$ cat config.mk
export PLATFORM = sky130hd
export DESIGN_NAME = vec_pair_retire
export DESIGN_NICKNAME = d
export VERILOG_FILES = /design/src/rtl/vpr_pkg.sv /design/src/rtl/vpr_half_slot.sv /design/src/rtl/vpr_retire_ctrl.sv /design/src/rtl/vpr_commit_reg.sv /design/src/rtl/vec_pair_retire.sv
export SDC_FILE = /design/constraint.sdc
export NUM_CORES = 1
export LEC_CHECK = 0
export ABC_AREA = 0
export CORE_MARGIN = 2
export CORE_UTILIZATION = 38
export DETAILED_ROUTE_END_ITERATION = 10
export GPL_TIMING_DRIVEN = 0
export HOLD_SLACK_MARGIN = 0.12
export PLACE_DENSITY = 0.63
export SLEW_MARGIN = 5
export SYNTH_ARGS = -nofsm -noshare
export SYNTH_HDL_FRONTEND = slang
export SYNTH_SLANG_ARGS = --single-unit
$ cat constraint.sdc
create_clock -name clk -period 7.8 [get_ports clk]
set_input_delay 1.56 -clock clk [delete_from_list [all_inputs] [get_ports clk]]
set_output_delay 1.56 -clock clk [all_outputs]
set_load 0.02 [all_outputs]
$ cat src/rtl/vpr_pkg.sv
package vpr_pkg;
  localparam int NUM_HALVES = 2;
  localparam int LO = 0;
  localparam int HI = 1;

  typedef enum logic {
    MODE_COUPLED = 1'b0,
    MODE_SPLIT   = 1'b1
  } ret_mode_e;
endpackage

$ cat src/rtl/vpr_half_slot.sv
module vpr_half_slot #(
  parameter int W = 64
) (
  input  logic         clk,
  input  logic         rst,
  input  logic         clear,
  input  logic         capture,
  input  logic [W-1:0] data_in,
  output logic         held,
  output logic [W-1:0] held_data
);
  always_ff @(posedge clk) begin
    if (rst || clear) begin
      held <= 1'b0;
    end else if (capture) begin
      held <= 1'b1;
    end
  end

  // data store carries no reset so it maps to plain registers
  always_ff @(posedge clk) begin
    if (capture && !held) begin
      held_data <= data_in;
    end
  end
endmodule

$ cat src/rtl/vpr_retire_ctrl.sv
module vpr_retire_ctrl
  import vpr_pkg::*;
(
  input  logic                  clk,
  input  logic                  rst,
  input  logic                  issue_valid,
  input  logic                  issue_mask,
  input  logic                  flush,
  input  logic [NUM_HALVES-1:0] done_in,
  input  logic [NUM_HALVES-1:0] exc_in,
  input  logic [NUM_HALVES-1:0] held,
  output logic [NUM_HALVES-1:0] ev,
  output logic                  clear_slots,
  output logic [NUM_HALVES-1:0] wr_nx,
  output logic                  fault_nx,
  output logic                  active,
  output ret_mode_e             mode
);
  logic                  active_q;
  ret_mode_e             mode_q;
  logic                  accept;
  logic [NUM_HALVES-1:0] seen;
  logic [NUM_HALVES-1:0] exc_ev;
  logic                  any_exc;
  logic                  pair_full;
  logic                  finish;
  logic                  end_pair;

  assign accept    = issue_valid && !active_q;
  assign ev        = done_in & ~held & {NUM_HALVES{active_q}};
  assign seen      = held | ev;
  assign exc_ev    = ev & exc_in;
  assign any_exc   = |exc_ev;
  assign pair_full = &seen;

  always_comb begin
    wr_nx    = '0;
    fault_nx = 1'b0;
    finish   = 1'b0;
    if (mode_q == MODE_SPLIT) begin
      if (!flush) wr_nx = ev;
      finish = pair_full;
    end else begin
      if (!flush && pair_full && !any_exc) wr_nx = '1;
      fault_nx = !flush && any_exc;
      finish   = pair_full || any_exc;
    end
  end

  assign end_pair    = active_q && (flush || finish);
  assign clear_slots = end_pair || accept;

  always_ff @(posedge clk) begin
    if (rst) begin
      active_q <= 1'b0;
      mode_q   <= MODE_COUPLED;
    end else if (accept) begin
      active_q <= 1'b1;
      mode_q   <= issue_mask ? MODE_SPLIT : MODE_COUPLED;
    end else if (end_pair) begin
      active_q <= 1'b0;
    end
  end

  assign active = active_q;
  assign mode   = mode_q;


  busy_rise_chk: assert property (@(posedge clk) disable iff (rst)
    (!active_q && issue_valid) |=> active_q);


  mode_hold_chk: assert property (@(posedge clk) disable iff (rst)
    (active_q && issue_valid) |=> $stable(mode_q));
endmodule

$ cat src/rtl/vpr_commit_reg.sv
module vpr_commit_reg
  import vpr_pkg::*;
#(
  parameter int W = 64
) (
  input  logic                          clk,
  input  logic                          rst,
  input  logic [NUM_HALVES-1:0]         wr_nx,
  input  logic                          fault_nx,
  input  logic [NUM_HALVES-1:0]         sel_new,
  input  logic [NUM_HALVES-1:0][W-1:0]  new_data,
  input  logic [NUM_HALVES-1:0][W-1:0]  held_data,
  output logic [NUM_HALVES-1:0]         wr_en,
  output logic [NUM_HALVES*W-1:0]       wr_data,
  output logic                          fault
);
  always_ff @(posedge clk) begin
    if (rst) begin
      wr_en <= '0;
      fault <= 1'b0;
    end else begin
      wr_en <= wr_nx;
      fault <= fault_nx;
    end
  end

  for (genvar h = 0; h < NUM_HALVES; h++) begin : g_lane
    always_ff @(posedge clk) begin
      if (wr_nx[h]) begin
        wr_data[h*W +: W] <= sel_new[h] ? new_data[h] : held_data[h];
      end
    end
  end


  wr_fault_excl_chk: assert property (@(posedge clk) disable iff (rst)
    !((|wr_en) && fault));
endmodule

$ cat src/rtl/vec_pair_retire.sv
module vec_pair_retire
  import vpr_pkg::*;
#(
  parameter int HALF_W = 64
) (
  input  logic                clk,
  input  logic                rst,
  input  logic                issue_valid,
  input  logic                issue_mask,
  input  logic                flush,
  input  logic                lo_done,
  input  logic                lo_exc,
  input  logic [HALF_W-1:0]   lo_result,
  input  logic                hi_done,
  input  logic                hi_exc,
  input  logic [HALF_W-1:0]   hi_result,
  output logic                busy,
  output logic [1:0]          wr_en,
  output logic [2*HALF_W-1:0] wr_data,
  output logic                fault
);
  logic [NUM_HALVES-1:0]             done_in;
  logic [NUM_HALVES-1:0]             exc_in;
  logic [NUM_HALVES-1:0][HALF_W-1:0] res_in;
  logic [NUM_HALVES-1:0][HALF_W-1:0] held_data;
  logic [NUM_HALVES-1:0]             held;
  logic [NUM_HALVES-1:0]             ev;
  logic [NUM_HALVES-1:0]             wr_nx;
  logic                              fault_nx;
  logic                              clear_slots;
  ret_mode_e                         mode;

  assign done_in    = {hi_done, lo_done};
  assign exc_in     = {hi_exc, lo_exc};
  assign res_in[LO] = lo_result;
  assign res_in[HI] = hi_result;

  for (genvar h = 0; h < NUM_HALVES; h++) begin : g_slot
    vpr_half_slot #(.W(HALF_W)) u_slot (
      .clk       (clk),
      .rst       (rst),
      .clear     (clear_slots),
      .capture   (ev[h]),
      .data_in   (res_in[h]),
      .held      (held[h]),
      .held_data (held_data[h])
    );
  end

  vpr_retire_ctrl u_ctrl (
    .clk         (clk),
    .rst         (rst),
    .issue_valid (issue_valid),
    .issue_mask  (issue_mask),
    .flush       (flush),
    .done_in     (done_in),
    .exc_in      (exc_in),
    .held        (held),
    .ev          (ev),
    .clear_slots (clear_slots),
    .wr_nx       (wr_nx),
    .fault_nx    (fault_nx),
    .active      (busy),
    .mode        (mode)
  );

  vpr_commit_reg #(.W(HALF_W)) u_commit (
    .clk       (clk),
    .rst       (rst),
    .wr_nx     (wr_nx),
    .fault_nx  (fault_nx),
    .sel_new   (ev),
    .new_data  (res_in),
    .held_data (held_data),
    .wr_en     (wr_en),
    .wr_data   (wr_data),
    .fault     (fault)
  );


  reset_quiet_chk: assert property (@(posedge clk)
    $past(rst) |-> (wr_en == 2'b00 && !fault && !busy));


  no_partial_chk: assert property (@(posedge clk) disable iff (rst)
    (busy && mode == MODE_COUPLED) |=> (wr_en != 2'b01 && wr_en != 2'b10));


  split_no_fault_chk: assert property (@(posedge clk) disable iff (rst)
    (busy && mode == MODE_SPLIT) |=> !fault);


  flush_quiet_chk: assert property (@(posedge clk) disable iff (rst)
    (busy && flush) |=> (wr_en == 2'b00 && !fault && !busy));


  fault_idle_chk: assert property (@(posedge clk) disable iff (rst)
    fault |-> !busy);


  idle_silent_chk: assert property (@(posedge clk) disable iff (rst)
    !busy |=> (wr_en == 2'b00 && !fault));
endmodule

==> flow_summary.toml, run 1 <==
[run_status]
status = "complete, no violations"

[pwr]
ir_worst_vdd_mv = 0.191
p_leak_nw = 5.19
power-per-cell-area_nw_per_um2 = 224

[cells_and_area]
drive_gt1_share_pct = 16.8
final_cell_area_sq_um = 14000
antenna_cells = 0
final_nets = 1024
fillers = 2076
syn2layout_area_growth_pct = 42.9

[sta]
finClkSkew_ns = 0.00676
setup-violations-final = 0
slew_violations = 0
post-route-period-util_pct = 51.9
fin_crit_ns = 4.05
worst_pin_slew_ns = 1.04
relSlewSlack_pct = 30.1
rsz0062_at_grt = "false"
max_freq_mhz = 247
final_hold_viol_count = 0
hold_ws_ns = 0.511

[cts]
cts_resized = 0
post_cts_buffers = 0
cts_tree = "done"
clkLatencyLatePin_ns = 0.53
clkTransAtPathRegs_ns = 0.06
cts_buffers = 28
cts_buffer_depth = 3
cts.sinks = 263
ctsHoldBuffers = 0
root_buffer = "clkbuf_16"
htreeDepth = 1

[global_routing]
antenna_found_initial = 1
globalRouteOverflowTotal = 0
grt_start_max_net_pins = 65
grt_pass1_wl_um = 33800
grtUsageTotal_pct = 16.2
grt_pass1_vias = 5997

[routing]
detail-route-antenna-nets = 0
routed_wirelength_um = 22300
vias_per_cell = 4.62
vias = 5730
dr.pass1.iters = 4
drt_iter0_drc = 317
post_drt_wl_per_cell_um = 18.0
drc = 0

[logic_synthesis]
yosysTopAreaCell = "edfxtp_1"
synthAdderAreaFrac_pct = 0
ys_seq_elements = 263
async_reset_ff_share_pct = 0
netlist.area_leader.share_pct = 78.3
yosysMostFrequentCell = "edfxtp_1"
synth_area_leaders = "edfxtp_1, nand2_1, mux2_4"
avgSynthCellArea_sq_um = 17.1
syn_inst = 575
synth_top_family_by_area = "multiplexers"
synth_compound_area_share_pct = 0.995
synth.area.mux_share_pct = 8.94
synth-simple-area-share_pct = 8.66
ys_seq_area_share_pct = 79.8
synthesis.area_sq_um = 9810
synth_nets = 712
synth_edf_count = 256
ys_types = 32
ys_warn_count = 0
ys.flop_type = "edfxtp_1"
synthTopCellsByCount = "edfxtp_1, nand2_1, mux2_4, mux2_2, buf_2"
synth-xor-area-share_pct = 0

[floorplanning]
rows = 58
start_util_pct = 38.9
die_h_um = 165
core_area_sq_um = 25300
dieArea_sq_um = 27100
die_x_um = 165
io_pins = 269

[critical_path]
critPathKind = "in -> reg"
r2r_cells = 10
endpoint_kind = "register"
path_max_fanout = 11
cp-start-kind = "input pin"
cp_data_required_time_ns = 8.04
critical_path_arrival_ns = 4.29

[place]
io_buffers = 268
dp.final_hpwl_um = 15800
place_area_sq_um = 13100
gp_congestion = 0.744

[worst_hold_path]
hold_class = "reg -> reg"
min_path_cells = 2

[run]
drv_cap = 0
==> cell usage in the layout (no fill, tap or decap), drive strengths merged, types with 4 or more instances in the layout <==
| cell type | instances |
|---|---|
| mux2 | 64 |
| clkinv | 9 |
| o22ai | 4 |
| buf | 35 |
| clkbuf | 38 |
| clkdlybuf4s50 | 268 |
| nand2 | 192 |
| edfxtp | 256 |
| inv | 4 |
| dfxtp | 7 |
==> path summary, 6_finish.rpt <==
path                                 start                    to  slack, ns
min          g_slot[1].u_slot.held_data[1]  u_commit.wr_data[65]       0.51
max                                hi_done  u_commit.wr_data[91]       3.75
min reg2reg  g_slot[1].u_slot.held_data[1]  u_commit.wr_data[65]       0.51
max reg2reg                  u_ctrl.active  u_commit.wr_data[91]       4.86
==> cells by family (layout without fill, tap and decap cells) <==
logic type,count (synthesis),in the layout
muxes,65,65
buffers and inverters,26,360
and+or+nand+nor,209,209
DFF,263,263
AOI/OAI and AO/OA,12,12
==> sequential cells by signal, indices dropped and copies added, names as in the netlist <==
register / cells
u_commit.wr_data: 128
u_ctrl.mode: 1
g_slot.u_slot.held_data: 128
u_commit.wr_en: 2
g_slot.u_slot.held: 2
u_ctrl.active: 1
u_commit.fault: 1
==> per-layer routing <==
metal / vias to the layer above / routed length, um / GRT usage, %
met4: 0 / 507 / 4.19
met3: 36 / 3020 / 8.31
met1: 2725 / 8730 / 19.3
li1: 2723 / - / -
met2: 246 / 10000 / 26.2
met5: - / 0 / 0
==> report_power, final <==
group	leakage [nW]	internal, mW	switching, mW
logic	2.35	0.118	0.0929
registers	2.38	1.59	0.00776
clock network	0.452	0.797	0.531
==> worst max-delay path: stages <==
cell	delay [ns]
clkdlybuf4s50_1	0.56
nand3b_2	0.20
inv_2	0.12
buf_4	0.19
o22ai_1	0.12
nor3_2	0.63
buf_6	0.26
buf_4	0.22
buf_4	0.23
buf_6	0.17
==> through the flow <==
| stage | total power [mW] | setup TNS (ns) | setup slack [ns] | util (%) | std cells |
|---|---|---|---|---|---|
| detailed placement | 1.84 | 0 | 3.11 | 51.8 | 1187 |
| CTS | 3.17 | 0 | 3.67 | 55.5 | 1239 |
| global route | 3.25 | 0 | 3.51 | 55.5 | 1239 |
| floorplan | 1.72 | 0 | 0.865 | - | 575 |
| global placement | 1.83 | -323.96 | -2.91 | 51.1 | 1173 |
| finish | 3.14 | 0 | 3.75 | 55.5 | 1239 |
==> layout make-up <==
class,count,area (sq um),share of cell area (%)
Multi-Input combinational cell,286,1830,13.1
Buffer,22,148,1.05
Tap cell,330,413,2.95
Sequential cell,263,7830,55.8
Clock inverter,15,155,1.11
Inverter,4,17.5,0.125
Timing Repair Buffer,282,2850,20.3
Clock buffer,37,776,5.53
(Power assumes the default switching activity.)
==> inputs of run 2 (changes only) <==
clock period = 3.8 ns   (was 7.8 ns; I/O delays follow)
==> run 2 against run 1 <==
Net effect:
- combinational power increased by 100%
- first-iteration DRC count increased by 7.6%
- cell count decreased by 0.32%
- count of clock-buffer cells in the layout increased by 4
- wire length decreased by 3.4%
- non-clock buffer count decreased by 5
- flip-flop and latch count unchanged
- critical endpoint is now u_commit.wr_data[87]
- largest power group unchanged
==> flow_summary.toml, run 2 (synthesized netlist as in run 1, its figures left out) <==
[cells_and_area]
multi_input_area_sq_um = 1850
final_nets = 1019
fillers = 2071
register_area_sq_um = 7830
syn2layout_area_growth_pct = 42.3
top_regs = "g_slot.u_slot.held_data (128), u_commit.wr_data (128)"
layout_common_cells = "clkdlybuf4s50_1, edfxtp_1, nand2_1, mux2_4, clkbuf_16"
final_cells = 1235
drive_gt1_share_pct = 15.5
mostFrequentLayoutCell = "clkdlybuf4s50_1"

[critical_path]
slowest_delay_ns = 0.60
cp-start-kind = "input pin"
crit_family = "buffers and inverters"
path_max_fanout = 18
critPathKind = "in -> reg"
crit_slowest_cell = "nor3_4"
cp_data_required_time_ns = 4.03
critical_path_arrival_ns = 3.17
crit_path_frequent_cell = "buf_8"
critPathBufInv = 6
cp_cell_sequence = "clkdlybuf4s50_1 > nand3b_2 > inv_2 > buf_4 > o22ai_1 > nor3_4 > buf_8 > buf_16 > buf_8"
endpoint_kind = "register"

[sta]
final_hold_viol_count = 0
rsz0062_at_grt = "false"
setup-violations-final = 0
slew_violations = 0
max_freq_mhz = 341
worst_pin_slew_ns = 0.830
relSlewSlack_pct = 44.7
fin_tns_setup_ns = 0
post-route-period-util_pct = 77.3
worst_slack_ns = 0.864
fin_crit_ns = 2.94
finClkSkew_ns = 0.0136

[place]
dp.final_hpwl_um = 15100
gp_congestion = 0.775
io_buffers = 268
dp_cells = 1182
dpl_worst_slack_ns = 0.280

[pwr]
p_leak_nw = 5.14
ir_worst_vdd_mv = 0.485
total_power_mw = 6.21
power-per-cell-area_nw_per_um2 = 445

[routing]
detail-route-antenna-nets = 0
post_drt_wl_per_cell_um = 17.4
vias_per_cell = 4.57
drt_iter0_drc = 341
routed_wirelength_um = 21500
dr.pass1.iters = 4
vias = 5648
drc = 0

[cts]
cts_tree = "done"
htreeDepth = 1
post_cts_buffers = 0
clkLatencyLatePin_ns = 0.53
ctsHoldBuffers = 0
cts_resized = 0
cts_buffer_depth = 3
clkTransAtPathRegs_ns = 0.06
cts.sinks = 263
cts_buffers = 28
root_buffer = "clkbuf_16"

[floorplanning]
die_h_um = 165
dieArea_sq_um = 27100
die_x_um = 165
io_pins = 269
core_area_sq_um = 25300
rows = 58
start_util_pct = 38.9

[global_routing]
grtUsageTotal_pct = 15.6
grt_start_max_net_pins = 65
grt_pass1_wl_um = 32600
grt_pass1_vias = 5789
globalRouteOverflowTotal = 0
antenna_found_initial = 2

[worst_hold_path]
hold_class = "reg -> reg"

[run]
drv_cap = 0

[run_status]
status = "complete, no violations"
run 2: changes by cell type in the layout (fill, tap and decap cells not counted), moves of 3 or more:
cell / previous run / this run
clkbuf_1: 7 / 10
buf_4: 8 / 3
clkinv_2: 7 / 3
buf_6: 10 / 5
buf_8: 3 / 6
bufinv_16: 3 / 0
clkinv_1: 2 / 7
clkinvlp_4: 3 / 0
run 2: worst register-to-register path, cell delays in order (launching register included):
cell	delay, ns
dfxtp_1	0.33
buf_4	0.18
nand3b_2	0.18
inv_2	0.12
buf_4	0.20
o22ai_1	0.15
nor3_4	0.60
buf_8	0.24
buf_16	0.18
buf_8	0.20
run 2: worst paths after layout:
path | startpoint | endpoint | slack [ns] | cells past startpoint
max | hi_done | u_commit.wr_data[87] | 0.86 | 9
min | g_slot[1].u_slot.held_data[63] | u_commit.wr_data[127] | 0.50 | 2
max reg2reg | u_ctrl.active | u_commit.wr_data[87] | 1.13 | 9
min reg2reg | g_slot[1].u_slot.held_data[63] | u_commit.wr_data[127] | 0.50 | 2
run 2: cell type report:
cell class | count | area share [%]
inverter | 4 | 0.125
timing repair buffer | 277 | 20.5
sequential | 263 | 56.1
clock buffer | 41 | 5.74
multi-input combinational | 286 | 13.2
tap | 330 | 2.96
antenna | 1 | 0.0179
clock inverter | 11 | 0.358
buffer | 22 | 1.06
run 2: power by group:
part           leakage, nW  total [mW]  switching [mW]  internal (mW)
Clock                0.416        2.50            1.05           1.45
Combinational         2.34       0.431           0.188          0.243
Sequential            2.38        3.28          0.0160           3.26
Total                 5.14        6.21            1.25           4.96
run 2: metal layers:
metal / track usage, % / wire (um) / vias up
met5: 0 / 0 / -
li1: - / - / 2725
met1: 18.9 / 8520 / 2645
met3: 8.76 / 3100 / 28
met2: 24.6 / 9580 / 250
met4: 3.40 / 298 / 0
run 2: stage by stage:
stage	instance area, sq um	util, %	hold WS (ns)
after floorplan	9830	-	0.491
after global placement	12900	51.2	0.495
after detailed placement	13100	51.9	0.500
after CTS	14000	55.3	0.509
after global routing	14000	55.3	0.537
final	14000	55.3	0.505
